### config.mk
export PLATFORM = sky130hd
export DESIGN_NAME = tmo_watchdog
export DESIGN_NICKNAME = d
export VERILOG_FILES = /design/src/rtl/wdt_pkg.sv /design/src/rtl/wdt_regs.sv /design/src/rtl/wdt_counter.sv /design/src/rtl/wdt_stage.sv /design/src/rtl/tmo_watchdog.sv
export SDC_FILE = /design/constraint.sdc
export NUM_CORES = 1
export LEC_CHECK = 0
export BUFFER_PORTS_ARGS = -buffer_cell sky130_fd_sc_hd__buf_2
export CAP_MARGIN = 20
export CORE_UTILIZATION = 55
export DETAILED_ROUTE_END_ITERATION = 16
export GPL_TIMING_DRIVEN = 0
export HOLD_SLACK_MARGIN = 0.06
export PLACE_DENSITY = 0.92
export SLEW_MARGIN = 20
export SYNTH_ARGS = -nofsm -noshare
export SYNTH_HDL_FRONTEND = slang
export SYNTH_SLANG_ARGS = --single-unit
### constraint.sdc
create_clock -name clk -period 3.7 [get_ports clk]
set_input_delay 0.555 -clock clk [delete_from_list [all_inputs] [get_ports clk]]
set_output_delay 0.555 -clock clk [all_outputs]
set_load 0.1 [all_outputs]
### src/rtl/wdt_pkg.sv
// Package: shared register addresses and bit positions for the two-stage
// watchdog. Assumes a flat register space with one address per register.
package wdt_pkg;
    localparam int ADDR_BITS = 3;

    localparam logic [ADDR_BITS-1:0] A_STATUS = 3'd0;
    localparam logic [ADDR_BITS-1:0] A_CTRL   = 3'd1;
    localparam logic [ADDR_BITS-1:0] A_SMIEN  = 3'd2;
    localparam logic [ADDR_BITS-1:0] A_PERIOD = 3'd3;
    localparam logic [ADDR_BITS-1:0] A_KICK   = 3'd4;

    localparam int B_FLAG     = 3;   // STATUS: timeout flag, write-one-to-clear
    localparam int B_HALT     = 11;  // CTRL: freeze counter
    localparam int B_NOREBOOT = 0;   // CTRL: suppress reset pulse
    localparam int B_SMI_LOC  = 13;  // SMIEN: watchdog-local interrupt enable
    localparam int B_SMI_GLB  = 0;   // SMIEN: global interrupt enable
endpackage

### src/rtl/wdt_regs.sv
// Module: control register file. Holds the halt/no-reboot control bits, the
// two interrupt enables and the period, and decodes the kick and flag-clear
// strobes. Assumes DATA_W covers bit 13 and CNT_W bits of period.
module wdt_regs
    import wdt_pkg::*;
#(
    parameter int DATA_W     = 32,
    parameter int ADDR_W     = 3,
    parameter int CNT_W      = 16,
    parameter int DEF_PERIOD = 16
) (
    input  logic              clk,
    input  logic              rst_n,
    input  logic              reg_wr,
    input  logic [ADDR_W-1:0] reg_addr,
    input  logic [DATA_W-1:0] reg_wdata,
    output logic              halt,
    output logic              no_reboot,
    output logic              smi_loc,
    output logic              smi_glb,
    output logic [CNT_W-1:0]  period,
    output logic              kick,
    output logic              flag_clr
);
    localparam logic [CNT_W-1:0] PERIOD_RST = CNT_W'(DEF_PERIOD);

    logic wr_status, wr_ctrl, wr_smien, wr_period;
    logic unused_wdata;

    // Address decode of the write strobe.
    always_comb begin
        wr_status = reg_wr && (reg_addr == A_STATUS);
        wr_ctrl   = reg_wr && (reg_addr == A_CTRL);
        wr_smien  = reg_wr && (reg_addr == A_SMIEN);
        wr_period = reg_wr && (reg_addr == A_PERIOD);
        kick      = reg_wr && (reg_addr == A_KICK);
        flag_clr  = wr_status && reg_wdata[B_FLAG];
    end

    assign unused_wdata = ^reg_wdata;

    // Control bits; halt defaults on so the timer is idle after reset.
    always_ff @(posedge clk) begin
        if (!rst_n) begin
            halt      <= 1'b1;
            no_reboot <= 1'b0;
        end else if (wr_ctrl) begin
            halt      <= reg_wdata[B_HALT];
            no_reboot <= reg_wdata[B_NOREBOOT];
        end
    end

    // Interrupt enables, both off after reset.
    always_ff @(posedge clk) begin
        if (!rst_n) begin
            smi_loc <= 1'b0;
            smi_glb <= 1'b0;
        end else if (wr_smien) begin
            smi_loc <= reg_wdata[B_SMI_LOC];
            smi_glb <= reg_wdata[B_SMI_GLB];
        end
    end

    // Period register, used only at the next reload.
    always_ff @(posedge clk) begin
        if (!rst_n)         period <= PERIOD_RST;
        else if (wr_period) period <= reg_wdata[CNT_W-1:0];
    end
endmodule

### src/rtl/wdt_counter.sv
// Module: down-counter with auto-reload. Flags an expiry when a tick finds
// the count at zero. A kick reloads and overrides a simultaneous expiry.
// Assumes tick is a one-cycle synchronous enable.
module wdt_counter #(
    parameter int CNT_W      = 16,
    parameter int DEF_PERIOD = 16
) (
    input  logic             clk,
    input  logic             rst_n,
    input  logic             tick,
    input  logic             halt,
    input  logic             kick,
    input  logic [CNT_W-1:0] period,
    output logic [CNT_W-1:0] cnt,
    output logic             expire
);
    localparam logic [CNT_W-1:0] CNT_RST = CNT_W'(DEF_PERIOD);

    logic step;

    // A counting tick is one that is not frozen and not pre-empted by a kick.
    always_comb begin
        step   = tick && !halt && !kick;
        expire = step && (cnt == '0);
    end

    // Count update: kick reload, expiry reload, or decrement.
    always_ff @(posedge clk) begin
        if (!rst_n)      cnt <= CNT_RST;
        else if (kick)   cnt <= period;
        else if (expire) cnt <= period;
        else if (step)   cnt <= cnt - 1'b1;
    end
endmodule

### src/rtl/wdt_stage.sv
// Module: two-stage expiry tracker. Sets the sticky timeout flag and issues
// the interrupt and reset pulses. Assumes expire is a one-cycle strobe.
module wdt_stage (
    input  logic clk,
    input  logic rst_n,
    input  logic expire,
    input  logic flag_clr,
    input  logic smi_loc,
    input  logic smi_glb,
    input  logic no_reboot,
    output logic flag,
    output logic smi_req,
    output logic sys_rst
);
    // Sticky flag: set by expiry (which wins), cleared by write-one.
    always_ff @(posedge clk) begin
        if (!rst_n)        flag <= 1'b0;
        else if (expire)   flag <= 1'b1;
        else if (flag_clr) flag <= 1'b0;
    end

    // Registered pulses; reset uses the flag as it was before this expiry.
    always_ff @(posedge clk) begin
        if (!rst_n) begin
            smi_req <= 1'b0;
            sys_rst <= 1'b0;
        end else begin
            smi_req <= expire && smi_loc && smi_glb;
            sys_rst <= expire && flag && !no_reboot;
        end
    end
endmodule

### src/rtl/tmo_watchdog.sv
// Module: top of the two-stage timeout watchdog. Wires register file,
// counter and stage tracker, and muxes read data. Assumes DATA_W >= CNT_W
// and DATA_W >= 14.
module tmo_watchdog
    import wdt_pkg::*;
#(
    parameter int DATA_W     = 32,
    parameter int ADDR_W     = 3,
    parameter int CNT_W      = 16,
    parameter int DEF_PERIOD = 16
) (
    input  logic              clk,
    input  logic              rst_n,
    input  logic              tick,
    input  logic              reg_wr,
    input  logic [ADDR_W-1:0] reg_addr,
    input  logic [DATA_W-1:0] reg_wdata,
    output logic [DATA_W-1:0] reg_rdata,
    output logic              smi_req,
    output logic              sys_rst
);
    localparam int PAD_W = DATA_W - CNT_W;

    logic             halt, no_reboot, smi_loc, smi_glb, kick, flag_clr;
    logic             expire, flag_q;
    logic [CNT_W-1:0] period, cnt_q;

    wdt_regs #(
        .DATA_W(DATA_W), .ADDR_W(ADDR_W), .CNT_W(CNT_W), .DEF_PERIOD(DEF_PERIOD)
    ) u_regs (
        .clk(clk), .rst_n(rst_n), .reg_wr(reg_wr), .reg_addr(reg_addr),
        .reg_wdata(reg_wdata), .halt(halt), .no_reboot(no_reboot),
        .smi_loc(smi_loc), .smi_glb(smi_glb), .period(period),
        .kick(kick), .flag_clr(flag_clr)
    );

    wdt_counter #(
        .CNT_W(CNT_W), .DEF_PERIOD(DEF_PERIOD)
    ) u_cnt (
        .clk(clk), .rst_n(rst_n), .tick(tick), .halt(halt), .kick(kick),
        .period(period), .cnt(cnt_q), .expire(expire)
    );

    wdt_stage u_stage (
        .clk(clk), .rst_n(rst_n), .expire(expire), .flag_clr(flag_clr),
        .smi_loc(smi_loc), .smi_glb(smi_glb), .no_reboot(no_reboot),
        .flag(flag_q), .smi_req(smi_req), .sys_rst(sys_rst)
    );

    // Read-data mux by register address.
    always_comb begin
        reg_rdata = '0;
        case (reg_addr)
            A_STATUS: reg_rdata[B_FLAG] = flag_q;
            A_CTRL: begin
                reg_rdata[B_HALT]     = halt;
                reg_rdata[B_NOREBOOT] = no_reboot;
            end
            A_SMIEN: begin
                reg_rdata[B_SMI_LOC] = smi_loc;
                reg_rdata[B_SMI_GLB] = smi_glb;
            end
            A_PERIOD: reg_rdata = {{PAD_W{1'b0}}, period};
            A_KICK:   reg_rdata = {{PAD_W{1'b0}}, cnt_q};
            default:  reg_rdata = '0;
        endcase
    end
endmodule

==> results.tsv, run 1 <==
metric	value	unit
multi_input_area	1410	um2
powerDensity	362	nW/um2
finalNetCount	396	
post-cts-setup-buffer-count	0	
layout_commonest_cell	nand2_1	
slowest_delay	500	ps
critPathRequiredTime	3140	ps
seq_area	781	um2
drive_gt1_frac	0.267	
grt_setup_unrepaired	no	
ir_drop	0.300	mV
cap_violations	0	
clock_skew	8.73	ps
netlist_area	2390	um2
rr_endpoint	u_cnt.cnt[6]	
crit_family	buffers and inverters	
n_antenna_cell	0	
dp_hpwl	4640	um
cts-resized-gates	0	
slew_headroom	0.591	
start_kind	primary input	
ys_warn_count	0	
die_area	4610	um2
path_buf_inv	3	
ant_nets	0	
via_per_inst	6.08	
die_h	67.9	um
firstDrtPassIters	5	
cts_tree	yes	
r2r-start	u_cnt.cnt[0]	
tightest_slew	613	ps
yosysTopAreaCell	dfxtp_1	
hold_path.startpoint	u_regs.smi_loc	
critical_path_class	in2out	
grt_pass1_wl	10200	um
seq_area_frac_synth	0.327	
die_x	67.9	um
clock_latency	300	ps
clockBufferDepth	2	
routed_wl	6620	um
num_rows	23	
synthDistinctLibCells	60	
synthTopCellsByArea	dfxtp_1 (33%), nand2_1 (8.5%), buf_4 (5.3%), a21oi_1 (4.6%), a22o_1 (4.4%)	
fin_crit	2990	ps
area_growth	17.9	%
portBuffers	39	
critPathArrivalTime	2440	ps
cp_max_fo	10	
cts_buffers	5	
fmax	0.334	GHz
setup_viol	0	
status	complete, no violations	
slowest_stage	clkbuf_1	
gp_congestion	0.969	
synth-seq-cells	39	
hold_path_end	u_stage.smi_req	
final_hold_viol_count	0	
r2r_cells	8	
clockRootBuffer	clkbuf_8	
cp_common_cell	buf_2	
rrSetupSlack	1750	ps
avgSynthCellArea	8.13	um2
grt_pass1_vias	2139	
antenna_found_initial	0	
final_cell_mix	nand2_1 (54), buf_2 (43), dfxtp_1 (39)	
total_power	1.02	mW
cts.sinks	39	
drtIter0Drc	320	
vias	2469	
setup_tns	0	ps
path_clk_slew	80	ps
syn_inst	294	
pin_count	73	
critical_path.startpoint	reg_addr[2]	
htreeDepth	2	
async_reset_ff_frac	0	
grt-ovfl-total	0	
synth-edff-count	0	
start_util	0.585	
grt_max_degree	14	
grt_use_total	0.299	
min_path_type	reg2reg	
coreArea	4090	um2
path_cells	buf_2 > nand2b_1 > nor2_2 > clkbuf_1 > nand2_1 > o21ai_0 > buf_2	
hold_depth	2	
p_leak	1.12	nW
synth_ff_type	dfxtp_1	
cts_hold_buf	0	
fin_crit_sh	0.809	
nFillCells	337	
endpoint_kind	primary output	
netlist.area_leader.share	0.327	
route.detailed.drc	0	
wl_per_cell	16.3	um
drv_slew	0	
sequential cells by signal (all words and copies together), names as in the netlist:
signal,flops
u_regs.smi_loc,1
u_stage.flag,1
u_cnt.cnt,16
u_regs.smi_glb,1
u_regs.period,16
u_stage.smi_req,1
u_regs.halt,1
u_regs.no_reboot,1
u_stage.sys_rst,1
how the worst max path moves through the flow:
stage / endpoint / cells after the start
global placement: reg_rdata[13] / 7
finish: reg_rdata[13] / 7
CTS: reg_rdata[13] / 7
floorplan: reg_rdata[13] / 5
detailed placement: reg_rdata[13] / 7
global route: reg_rdata[13] / 7
cell families (layout without fill, tap and decap cells):
| logic type | count (synthesis) | count (layout) | share of synthesized area |
|---|---|---|---|
| simple gates | 124 | 124 | 0.278 |
| compound gates | 77 | 77 | 0.230 |
| other cells | 1 | 16 | 0.00157 |
| mux | 9 | 9 | 0.0387 |
| buf+inv | 40 | 87 | 0.107 |
| fa+ha+maj | 2 | 2 | 0.0105 |
| xor+xnor | 2 | 2 | 0.00733 |
| flops | 39 | 39 | 0.327 |
metrics by stage:
step                      setup WS (ps)  area, um2  hold slack (ps)  std cells   util
after floorplan                    45.1       2450              419        309      -
after global placement              844       2700              447        398  0.662
after detailed placement            798       2700              450        398  0.662
after CTS                           798       2820              461        406  0.689
after global routing                714       2820              490        406  0.689
final                               708       2820              468        406  0.689
worst register-to-register path, delay by kind of cell, from the launching register on:
kind                       cells  cell delay (ps)
and+or+nand+nor                3              810
DFF                            1              310
AOI/OAI and AO/OA              2              250
adders and majority gates      1              240
buffers and inverters          2              210
routing by layer:
metal / wire length, um / vias to the layer above / track usage / part of all wire
met5: 0 / - / 0 / 0
met4: 122 / 0 / 0.128 / 0.018
met3: 718 / 21 / 0.0633 / 0.11
met2: 3160 / 165 / 0.479 / 0.48
met1: 2610 / 1126 / 0.387 / 0.39
li1: - / 1157 / - / -
area by class of cell:
| class | instances | area share |
|---|---|---|
| Timing Repair Buffer | 39 | 0.0693 |
| Buffer | 33 | 0.0817 |
| Inverter | 7 | 0.00933 |
| Tap cell | 50 | 0.0222 |
| Clock buffer | 5 | 0.0244 |
| Sequential cell | 39 | 0.277 |
| Multi-Input combinational cell | 230 | 0.500 |
| Clock inverter | 3 | 0.0155 |
Yosys cell counts (2+ instances only):
library cell / count
inv_1: 7
and2_1: 2
nand2b_1: 3
nand2_1: 54
ha_1: 2
o211ai_1: 2
a22oi_1: 2
nor3_2: 2
o41ai_1: 2
o21ai_0: 9
clkbuf_1: 7
nand3_1: 6
nor2_2: 4
a31oi_1: 8
nor2b_1: 2
a211oi_2: 2
nor4b_1: 2
nand4_1: 8
nor4_2: 3
mux2i_1: 7
nor2_1: 17
nor3b_1: 4
o311ai_1: 2
buf_6: 5
nor3_1: 3
a21oi_1: 22
a22o_1: 12
dfxtp_1: 39
mux2_2: 2
buf_2: 4
a211oi_1: 5
buf_4: 17
power breakdown:
part           switching (mW)  internal [mW]
Combinational           0.159         0.0573
Clock                   0.159          0.201
Sequential             0.0142          0.429
Total                   0.333          0.687
Power figures use the tool's default switching activity.
==> inputs of run 2 (changes only) <==
Settings changed: CORE_UTILIZATION 55 to 51, PLACE_DENSITY 0.92 to 0.86.
Clock period 3.7 ns to 2.9 ns, I/O delays scaled along.
==> run 2 against run 1 <==
  * Routed wire length shrank 3.2%
  * Sequential share of layout area is essentially flat
  * Setup slack lost 470 ps
  * Clock-buffer cell count is the same
  * Total power grew 27%
  * Die area grew 7.6%
  * Final area shrank 0.13%
  * Register-to-register slack lost 910 ps
  * Cell count grew 0.25%
  * Largest cell class unchanged
  * Highest routed layer unchanged
==> results.tsv, run 2 (synthesis results as in run 1) <==
metric	value	unit	change
crit_cells	7		unchanged
slowest_stage	clkbuf_1		
fin_crit_sh	0.918		
n_antenna_cell	0		unchanged
die_x	70.5	um	+3.7%
crit_end	reg_rdata[13]		
grt_max_degree	13		-1
grt_use_total	0.262		-0.0372
total_power	1.29	mW	+27%
clock_skew	8.44	ps	-0.289 ps
wl_per_cell	15.7	um	-3.4%
clockBufferDepth	2		unchanged
fin_crit	2660	ps	
critical_path.startpoint	reg_addr[2]		
setup_viol	0		unchanged
slew_headroom	0.590		-0.00150
die_h	70.5	um	+3.7%
tightest_slew	616	ps	+2.26 ps
dp_slack	269	ps	-530 ps
die_area	4960	um2	+7.6%
cap_violations	0		unchanged
cts.sinks	39		unchanged
ir_drop	0.378	mV	+26%
cp_max_fo	10		unchanged
endpoint_kind	primary output		
finalNetCount	396		unchanged
setup_tns	0	ps	unchanged
path_clk_slew	80	ps	about the same
cts_buffers	5		unchanged
start_util	0.541		-0.0434
firstDrtPassIters	4		-1
clock_latency	300	ps	about the same
layout_commonest_cell	nand2_1		
p_leak	1.11	nW	-0.71%
slowest_delay	460	ps	-40 ps
fmax	0.375	GHz	
r2r-start	u_cnt.cnt[0]		
ant_nets	0		unchanged
rr_endpoint	u_cnt.cnt[6]		
start_kind	primary input		
cts_hold_buf	0		unchanged
critPathArrivalTime	2230	ps	-210 ps
hold_path.startpoint	reg_wdata[4]		
drive_gt1_frac	0.265		-0.00207
via_per_inst	5.83		-4.1%
vias	2374		-3.8%
coreArea	4410	um2	+8.0%
largestRegisters	u_cnt.cnt: 16 flops, u_regs.period: 16 flops		
rrSetupSlack	840	ps	-910 ps
num_rows	24		+4.3%
cp_common_cell	buf_2		
path_buf_inv	3		unchanged
pin_count	73		unchanged
gp_congestion	0.949		-2.1%
final_cell_mix	nand2_1 (54), buf_2 (43), dfxtp_1 (39)		
critPathRequiredTime	2470	ps	-670 ps
status	complete, no violations		
finalWorstSetupSlack	236	ps	-471 ps
clockRootBuffer	clkbuf_8		
drtIter0Drc	231		-28%
r2r_cells	8		unchanged
post-route-util	0.637		-0.0520
grt_pass1_vias	2129		-0.47%
powerDensity	459	nW/um2	+27%
final_hold_viol_count	0		unchanged
route.detailed.drc	0		unchanged
drv_slew	0		unchanged
cts-resized-gates	0		unchanged
grt-ovfl-total	0		unchanged
routed_wl	6410	um	-3.2%
hold_slack	343	ps	-125 ps
area_growth	17.7	%	
min_path_type	in2reg		
critical_path_class	in2out		
htreeDepth	2		unchanged
dp_hpwl	4600	um	-0.85%
cts_tree	yes		
antenna_found_initial	0		unchanged
nFillCells	392		+16%
crit_family	buffers and inverters		
portBuffers	39		unchanged
post-cts-setup-buffer-count	0		unchanged
grt_setup_unrepaired	no		
path_cells	buf_2 > nand2b_1 > nor2_2 > clkbuf_1 > nand2_1 > o21ai_1 > buf_2		
grt_pass1_wl	10200	um	unchanged
==> run 2: cell types whose count changed in the layout (fill, tap and decap cells not counted) <==
cell | previous run | this run
clkinv_4 | 1 | 0
clkinvlp_4 | 0 | 1
clkinv_2 | 1 | 0
o21ai_0 | 9 | 7
o21ai_1 | 1 | 3
==> run 2: metal layers <==
| layer | routed length (um) | GRT usage | vias up | share of wire |
|---|---|---|---|---|
| met3 | 642 | 0.0491 | 20 | 0.10 |
| met4 | 177 | 0.118 | 0 | 0.028 |
| li1 | - | - | 1152 | - |
| met2 | 2970 | 0.419 | 126 | 0.46 |
| met1 | 2620 | 0.340 | 1076 | 0.41 |
| met5 | 0 | 0 | - | 0 |
==> run 2: worst min path at each step <==
stage / to / slack (ps) / cells past startpoint
3_5_place_dp: u_stage.sys_rst / 450 / 1
2_1_floorplan: u_stage.sys_rst / 420 / 1
5_1_grt: u_regs.period[4] / 350 / 3
3_3_place_gp: u_stage.smi_req / 450 / 2
6_report: u_regs.period[4] / 340 / 3
4_1_cts: u_regs.period[4] / 350 / 3
==> run 2: worst register-to-register path, stage by stage (launching register included) <==
cell and delay, ps:
dfxtp_1 310, buf_6 130, inv_1 70, ha_1 250
or3b_1 430, nor2_1 240, nand2_1 110, o211ai_1 230
a31oi_1 150
==> run 2: through the flow <==
| stage | instance area [um2] | instances |
|---|---|---|
| 2_1_floorplan | 2450 | 309 |
| 3_3_place_gp | 2710 | 400 |
| 3_5_place_dp | 2710 | 400 |
| 4_1_cts | 2810 | 407 |
| 5_1_grt | 2810 | 407 |
| 6_report | 2810 | 407 |
==> run 2: cell type report <==
class,count,area [um2],area share
timing repair buffer,39,195,0.0694
sequential,39,781,0.278
buffer,33,230,0.0819
clock inverter,2,37.5,0.0133
multi-input combinational,230,1410,0.501
tap,52,65.1,0.0231
inverter,7,26.3,0.00934
clock buffer,5,68.8,0.0245
==> run 2: power by group <==
| group | switching, mW | total, mW | internal [mW] | leakage (nW) |
|---|---|---|---|---|
| combinational | 0.201 | 0.274 | 0.0732 | 0.747 |
| sequential | 0.0178 | 0.566 | 0.548 | 0.316 |
| clock | 0.200 | 0.451 | 0.251 | 0.0502 |
| total | 0.419 | 1.29 | 0.873 | 1.11 |
==> inputs of run 3 (changes only) <==
Settings changed: CORE_ASPECT_RATIO set to 0.8.
==> run 3 against run 2 <==
  * Core utilization up 1.5 points
  * Setup slack got worse by 18 ps
  * Critical path depth stayed put
  * Die area is essentially flat
  * Global-route usage grew 1.4 points
  * Cell count rose by 1.5%
  * Clock skew is 1.7 ps lower
  * Clock-buffer cell count did not move
  * Maximum frequency is 0.66% lower
  * First-iteration DRC count decreased by 1.3%
==> results.tsv, run 3 (synthesis results as in run 1) <==
metric	value	unit	change
crit_cells	7		unchanged
powerDensity	468	nW/um2	+1.9%
setup_tns	0	ps	unchanged
cap_violations	0		unchanged
grt-ovfl-total	0		unchanged
r2r-start	u_cnt.cnt[1]		
drv_slew	0		unchanged
finalNetCount	396		unchanged
stdcell_area	2830	um2	+0.58%
clock_skew	6.70	ps	-1.74 ps
ant_nets	0		unchanged
slew_headroom	0.602		+0.0126
setup_viol	0		unchanged
crit_end	reg_rdata[13]		
die_area	4970	um2	about the same
cts-resized-gates	0		unchanged
grt_pass1_vias	2131		+0.094%
clockRootBuffer	clkbuf_8		
coreArea	4340	um2	-1.8%
slowest_delay	460	ps	about the same
drive_gt1_frac	0.267		+0.00207
nFillCells	393		+0.26%
gp_congestion	0.938		-1.1%
num_rows	21		-13%
cp_common_cell	buf_2		
tightest_slew	597	ps	-18.9 ps
rr_endpoint	u_cnt.cnt[6]		
path_cells	buf_2 > nand2b_1 > nor2_2 > clkbuf_1 > nand2_1 > o21ai_1 > buf_2		
path_clk_slew	80	ps	about the same
dp_hpwl	4720	um	+2.6%
antenna_found_initial	0		unchanged
grt_use_total	0.276		+0.0143
r2r_cells	8		unchanged
n_antenna_cell	0		unchanged
wl_per_cell	15.8	um	+0.59%
wl_met1	3020	um	+15%
combPwrFrac	0.208		-0.004
fin_crit	2680	ps	+17.6 ps
via_per_inst	5.81		-0.42%
slowest_stage	clkbuf_1		
status	complete, no violations		
portBuffers	39		unchanged
start_kind	primary input		
critPathRequiredTime	2470	ps	about the same
crit_family	buffers and inverters		
grt_max_degree	15		+2
clock_power_share	0.364		+0.015
start_util	0.551		+0.00984
htreeDepth	2		unchanged
path_buf_inv	3		unchanged
cts_tree	yes		
critical_path.startpoint	reg_addr[2]		
clockBufferDepth	2		unchanged
die_x	78.5	um	+11%
ir_drop	0.336	mV	-11%
area_growth	18.4	%	
top_layer	met4		
grt_pass1_wl	10500	um	+2.5%
min_path_type	in2reg		
final_hold_viol_count	0		unchanged
pin_count	73		unchanged
p_int	0.882	mW	+1.1%
critical_path_class	in2out		
cts_buffers	5		unchanged
power_switching	0.441	mW	+5.5%
p_seq_frac	0.428		-0.010
cp_max_fo	10		unchanged
p_leak	1.12	nW	+0.76%
post-route-util	0.653		+0.0153
clock_latency	310	ps	about the same
swShare	0.334		+0.00938
endpoint_kind	primary output		
drtIter0Drc	228		-1.3%
rrSetupSlack	970	ps	+130 ps
layout_commonest_cell	nand2_1		
wl_met2	2840	um	-4.3%
vias	2399		+1.1%
largestRegisters	u_cnt.cnt: 16 flops, u_regs.period: 16 flops		
cts.sinks	39		unchanged
final_cell_mix	nand2_1 (54), buf_2 (43), dfxtp_1 (39)		
die_h	63.2	um	-10%
postPlaceCellArea	2710	um2	+0.23%
fin_crit_sh	0.925		+0.00606
route.met3.wl	570	um	-11%
critPathArrivalTime	2250	ps	+20 ps
fmax	0.373	GHz	-0.66%
cts_hold_buf	0		unchanged
route.detailed.drc	0		unchanged
routed_wl	6540	um	+2.1%
grt_setup_unrepaired	no		
firstDrtPassIters	5		+1
post-cts-setup-buffer-count	0		unchanged
run 3: through the flow:
stage / std cells / setup slack (ps) / hold slack [ps] / total power, mW
after detailed placement: 405 / 282 / 465 / 0.848
after global routing: 413 / 138 / 374 / 1.37
after CTS: 413 / 276 / 350 / 1.32
final: 413 / 219 / 353 / 1.32
after global placement: 405 / 284 / 458 / 0.846
after floorplan: 309 / 68.9 / 419 / 0.799
run 3: worst reg2reg max path: cells and delay by family (launching register included):
| family | cells | cell delay [ps] |
|---|---|---|
| compound gates | 2 | 480 |
| fa+ha+maj | 1 | 190 |
| buf+inv | 2 | 300 |
| flops | 1 | 450 |
| simple gates | 3 | 450 |
run 3: worst min-delay path by stage:
stage,slack [ps],endpoint,cells after the start,start
CTS,350,u_regs.period[4],3,reg_wdata[4]
floorplan,420,u_stage.sys_rst,1,u_regs.no_reboot
global placement,460,u_stage.smi_req,2,u_regs.smi_loc
finish,350,u_regs.period[4],3,reg_wdata[4]
global route,370,u_regs.period[14],3,reg_wdata[14]
detailed placement,460,u_stage.smi_req,2,u_regs.smi_loc
run 3: power by group through the flow:
stage | clock [mW] | combinational, mW | sequential (mW)
detailed placement | 0 | 0.270 | 0.578
floorplan | 0 | 0.227 | 0.572
global route | 0.512 | 0.288 | 0.568
global placement | 0 | 0.268 | 0.577
CTS | 0.486 | 0.271 | 0.565
finish | 0.482 | 0.275 | 0.566
run 3: layout make-up:
type	instances	area (um2)	share of cell area
buffer	33	230	0.0814
multi-input combinational	230	1410	0.498
clock inverter	3	47.5	0.0168
sequential	39	781	0.276
clock buffer	5	68.8	0.0243
timing repair buffer	39	195	0.0690
inverter	7	26.3	0.00929
tap	57	71.3	0.0252
run 3: routing by layer:
layer | GRT usage | vias up
met2 | 0.411 | 123
li1 | - | 1157
met5 | 0 | -
met1 | 0.391 | 1107
met3 | 0.0522 | 12
met4 | 0.109 | 0
